File: src/rtl/intx_cause_pkg.sv
package intx_cause_pkg;
  localparam int unsigned CAUSE_W     = 8;
  localparam int unsigned QUEUE_BIT   = 0;
  localparam int unsigned CONFIG_BIT  = 1;
  localparam int unsigned NUM_CAUSES  = 2;

  typedef logic [CAUSE_W-1:0] cause_byte_t;
endpackage

File: src/rtl/intx_sticky_bit.sv
module intx_sticky_bit (
  input  logic clk,
  input  logic rst_n,
  input  logic set_i,
  input  logic clr_i,
  output logic q_o
);
  logic q_q;

  always_ff @(posedge clk or negedge rst_n) begin
    if (!rst_n) q_q <= 1'b0;
    else        q_q <= set_i | (q_q & ~clr_i);
  end

  assign q_o = q_q;

  // a set wins over a coinciding clear
  assert_set_survives_R7: assert property (@(posedge clk) disable iff (!rst_n)
    set_i |=> q_q);
  // a clear with no set empties the bit
  assert_clear_empties_R6: assert property (@(posedge clk) disable iff (!rst_n)
    (clr_i && !set_i) |=> !q_q);
  // a pending bit holds until cleared
  assert_sticky_hold_R9: assert property (@(posedge clk) disable iff (!rst_n)
    (q_q && !clr_i) |=> q_q);
endmodule

File: src/rtl/intx_line_gate.sv
module intx_line_gate
  import intx_cause_pkg::*;
(
  input  logic        clk,
  input  logic        rst_n,
  input  cause_byte_t cause_i,
  input  logic        msix_en_i,
  input  logic        int_disable_i,
  output logic        irq_line_o,
  output logic        int_status_o
);
  logic any_cause;

  assign any_cause    = |cause_i;
  assign int_status_o = any_cause & ~msix_en_i;
  assign irq_line_o   = int_status_o & ~int_disable_i;

  assert_mask_line_R5: assert property (@(posedge clk) disable iff (!rst_n)
    int_disable_i |-> !irq_line_o);
  assert_msix_quiet_R8: assert property (@(posedge clk) disable iff (!rst_n)
    msix_en_i |-> (!irq_line_o && !int_status_o));
  assert_line_implies_status_R5: assert property (@(posedge clk) disable iff (!rst_n)
    irq_line_o |-> int_status_o);
endmodule

File: src/rtl/intx_cause_reg.sv
module intx_cause_reg
  import intx_cause_pkg::*;
#(
  parameter int unsigned NUM_QUEUES = 4
) (
  input  logic                  clk,
  input  logic                  rst_n,
  input  logic [NUM_QUEUES-1:0] queue_evt,
  input  logic                  cfg_evt,
  input  logic                  msix_en,
  input  logic                  int_disable,
  input  logic                  rd_stb,
  output logic [CAUSE_W-1:0]    rd_data,
  output logic                  irq_line,
  output logic                  int_status
);
  logic [NUM_CAUSES-1:0] raw_evt;
  logic [NUM_CAUSES-1:0] set_vec;
  cause_byte_t           cause_q;

  always_comb begin
    raw_evt             = '0;
    raw_evt[QUEUE_BIT]  = |queue_evt;
    raw_evt[CONFIG_BIT] = cfg_evt;
  end

  assign set_vec = raw_evt & {NUM_CAUSES{~msix_en}};

  for (genvar b = 0; b < CAUSE_W; b++) begin : g_cause
    if (b < NUM_CAUSES) begin : g_live
      intx_sticky_bit u_bit (
        .clk   (clk),
        .rst_n (rst_n),
        .set_i (set_vec[b]),
        .clr_i (rd_stb),
        .q_o   (cause_q[b])
      );
    end else begin : g_rsvd
      assign cause_q[b] = 1'b0;
    end
  end

  assign rd_data = cause_q;

  intx_line_gate u_gate (
    .clk           (clk),
    .rst_n         (rst_n),
    .cause_i       (cause_q),
    .msix_en_i     (msix_en),
    .int_disable_i (int_disable),
    .irq_line_o    (irq_line),
    .int_status_o  (int_status)
  );

  assert_reserved_zero_R3: assert property (@(posedge clk) disable iff (!rst_n)
    rd_data[CAUSE_W-1:NUM_CAUSES] == '0);
  assert_msix_no_set_R8: assert property (@(posedge clk) disable iff (!rst_n)
    (msix_en && !rd_stb) |=> $stable(rd_data));
  assert_status_or_R4: assert property (@(posedge clk) disable iff (!rst_n)
    !msix_en |-> (int_status == (rd_data != '0)));
endmodule

File: config.mk
export PLATFORM = sky130hd
export DESIGN_NAME = intx_cause_reg
export DESIGN_NICKNAME = d
export VERILOG_FILES = /design/src/rtl/intx_cause_pkg.sv /design/src/rtl/intx_sticky_bit.sv /design/src/rtl/intx_line_gate.sv /design/src/rtl/intx_cause_reg.sv
export SDC_FILE = /design/constraint.sdc
export NUM_CORES = 1
export LEC_CHECK = 0
export BUFFER_PORTS_ARGS = -buffer_cell sky130_fd_sc_hd__clkbuf_2
export CORE_AREA = 2 2 39 41
export DETAILED_ROUTE_END_ITERATION = 16
export DIE_AREA = 0 0 41 43
export MAX_ROUTING_LAYER = met4
export PLACE_DENSITY_LB_ADDON = 0.08
export SKIP_LAST_GASP = 1
export SLEW_MARGIN = 10
export SYNTH_ARGS = -nofsm -noshare
export SYNTH_HDL_FRONTEND = slang
export SYNTH_HIERARCHICAL = 1
export SYNTH_SLANG_ARGS = --single-unit
File: constraint.sdc
create_clock -name clk -period 1.32 [get_ports clk]
set_input_delay 0.198 -clock clk [delete_from_list [all_inputs] [get_ports clk]]
set_output_delay 0.198 -clock clk [all_outputs]
set_load 0.05 [all_outputs]
==> results.sh <==
export IMPL_status="complete, but fails checks"
export IMPL_violations="negative setup slack"
export IMPL_drt_iter0_drc=0
export IMPL_final_cell_mix="conb_1, clkbuf_2, clkbuf_4"
export IMPL_post_drt_via_cell_ratio=3.25
export IMPL_max_clock_path_buffers=2
export IMPL_netlist_instances=20
export IMPL_hold_end="g_cause[0].g_live.u_bit/q_o"
export IMPL_die_x_um=41
export IMPL_crit_path_start_kind="register"
export IMPL_yosys_area_top_type="dfrtp_1"
export IMPL_power_per_cell_area_nw_per_um2=965
export IMPL_antenna_left=0
export IMPL_yosysWarnings=6
export IMPL_p_leak_nw=0.182
export IMPL_cts_buffers=3
export IMPL_synth_area_um2=175
export IMPL_clock_fmax_mhz=699
export IMPL_arrival_ps=1230
export IMPL_fin_nets=55
export IMPL_cp_slowest_stage_delay_ps=410
export IMPL_largest_register_ffs=2
export IMPL_setup_violations=2
export IMPL_ctsHtreeMaxLevel=1
export IMPL_area_delta_synth_final_pct=96.4
export IMPL_dp_hpwl_um=379
export IMPL_grtUsageTotal_pct=6.06
export IMPL_fin_crit_ps=1430
export IMPL_start_util_pct=12.7
export IMPL_clkTransAtPathRegs_ps=30
export IMPL_final_common_cell="conb_1"
export IMPL_hold_ws_ps=245
export IMPL_pin_count=20
export IMPL_antenna_found_initial=0
export IMPL_gr_total_overflow=0
export IMPL_gp_congestion=0.566
export IMPL_layout_setup_ws_ps=-110
export IMPL_drive_gt1_share_pct=53.5
export IMPL_crit_buf_inv=1
export IMPL_critical_path_max_fanout=2
export IMPL_ir_drop_uv=199
export IMPL_syn_area_per_cell_um2=8.76
export IMPL_ys_seq_elements=2
export IMPL_fin_crit_sh_pct=108
export IMPL_drc_errors=0
export IMPL_clk_latency_ps=220
export IMPL_totalWireLength_um=415
export IMPL_report_final_slew_viol_count=0
export IMPL_avgRoutedWirePerCell_um=7.03
export IMPL_die_area_um2=1760
export IMPL_setup_tns_ps=-217
export IMPL_critPathSlowestCell="dfrtp_2"
export IMPL_grt_max_degree=5
export IMPL_hold_viol=0
export IMPL_rows=14
export IMPL_worst_hold_path_type="in2reg"
export IMPL_worst_hold_path_num_cells=3
export IMPL_power_total_uw=332
export IMPL_clockRootBuffer="clkbuf_4"
export IMPL_grt_pass1_wl_um=696
export IMPL_netlist_cell_type_count=11
export IMPL_required_ps=1120
export IMPL_synth_seq_area_share_pct=28.6
export IMPL_finalClockSkew_ps=0
export IMPL_yosys_top_cells_area="dfrtp_1, buf_4, nor4_2"
export IMPL_grt_setup_unrepaired="yes"
export IMPL_synth_top_cell_area_share_pct=28.6
export IMPL_min_delay_start="rd_stb"
export IMPL_cap_violations=0
export IMPL_core_area_um2=1380
export IMPL_first_pass_iters=1
export IMPL_antenna_cells=0
export IMPL_crit_chain="nor4_4 > a21oi_2 > buf_8"
export IMPL_critPathKind="reg2out"
export IMPL_reg2reg_slack_ps=520
export IMPL_num_vias=192
export IMPL_grt_pass1_vias=174
export IMPL_rr_startpoint="g_cause[0].g_live.u_bit/q_o"
export IMPL_reg2reg_depth=2
export IMPL_cp_top_family="flip-flops"
export IMPL_cts_tree="done"
export IMPL_post_cts_setup_buffers=0
export IMPL_end_kind="primary output"
export IMPL_reg2reg_to="g_cause[0].g_live.u_bit/q_o"
export IMPL_die_height_um=43
export IMPL_clock_sinks=2
export IMPL_portBuffers=13
-- final cells by class --
class / instances / area, µm²
Clock buffer: 3 / 22.5
Fill cell: 156 / 1040
Inverter: 2 / 7.51
Multi-Input combinational cell: 21 / 139
Sequential cell: 2 / 52.6
Tap cell: 16 / 20.0
Timing Repair Buffer: 15 / 103
-- cell usage after synthesis --
cell type  instances
a21oi_1            1
inv_1              2
nor4_1             1
nor2b_1            1
nor2_1             1
a21o_1             2
nor4_2             2
dfrtp_1            2
a211oi_1           1
conb_1             1
buf_4              6
-- worst max path at each step --
stage | startpoint | to | slack, ps | cells after the start
2_1_floorplan | g_cause[0].g_live.u_bit/q_o | irq_line | -40 | 2
3_3_place_gp | g_cause[0].g_live.u_bit/q_o | irq_line | 6 | 3
3_5_place_dp | g_cause[0].g_live.u_bit/q_o | irq_line | 8 | 3
4_1_cts | g_cause[0].g_live.u_bit/q_o | irq_line | -200 | 3
5_1_grt | g_cause[0].g_live.u_bit/q_o | int_status | -170 | 3
6_report | g_cause[0].g_live.u_bit/q_o | int_status | -110 | 3
-- kinds of logic (layout without fill, tap and decap cells) --
kind of cell,Yosys count,count (layout),synth area share (%)
DFF,2,2,28.6
and+or+nand+nor,5,5,23.6
AOI/OAI and AO/OA,4,4,15.7
other,1,12,2.14
buffers and inverters,8,20,30.0
-- layer usage --
| metal | vias to the layer above | routed length (µm) | GRT usage, % | share of wire [%] |
|---|---|---|---|---|
| met3 | 0 | 47 | 1.57 | 11 |
| li1 | 95 | - | - | - |
| met1 | 87 | 172 | 8.01 | 41 |
| met4 | 0 | 0 | 4.00 | 0 |
| met2 | 10 | 196 | 7.81 | 47 |
| met5 | - | 0 | - | 0 |
-- power by group --
| part | switching (mW) | internal, mW |
|---|---|---|
| Sequential | 0.00614 | 0.0680 |
| Combinational | 0.0925 | 0.0363 |
| Clock | 0.0292 | 0.0998 |
-- metrics by stage --
| step | area, µm² | utilization (%) | worst slack, ps | std cells |
|---|---|---|---|---|
| final | 344 | 24.9 | -110 | 59 |
| after global routing | 344 | 24.9 | -171 | 59 |
| after CTS | 342 | 24.7 | -200 | 59 |
| after detailed placement | 292 | 21.1 | 8.16 | 55 |
| after global placement | 292 | 21.1 | 6.26 | 55 |
| after floorplan | 244 | - | -43.9 | 31 |
-- worst reg2reg max path, delay by kind of cell, from the launching register on --
kind | cells | cell delay [ps]
DFF | 1 | 410
buffers and inverters | 1 | 140
AOI/OAI and AO/OA | 1 | 140
-- what timing repair did --
item,4_1_cts,5_1_grt
hold buffers,1,0
pin swaps,2,1
setup endpoints to repair,2,2
endpoints found under the hold margin,2,0
gates resized for setup,4,2
No activity file was read; power rests on OpenSTA's default activity.
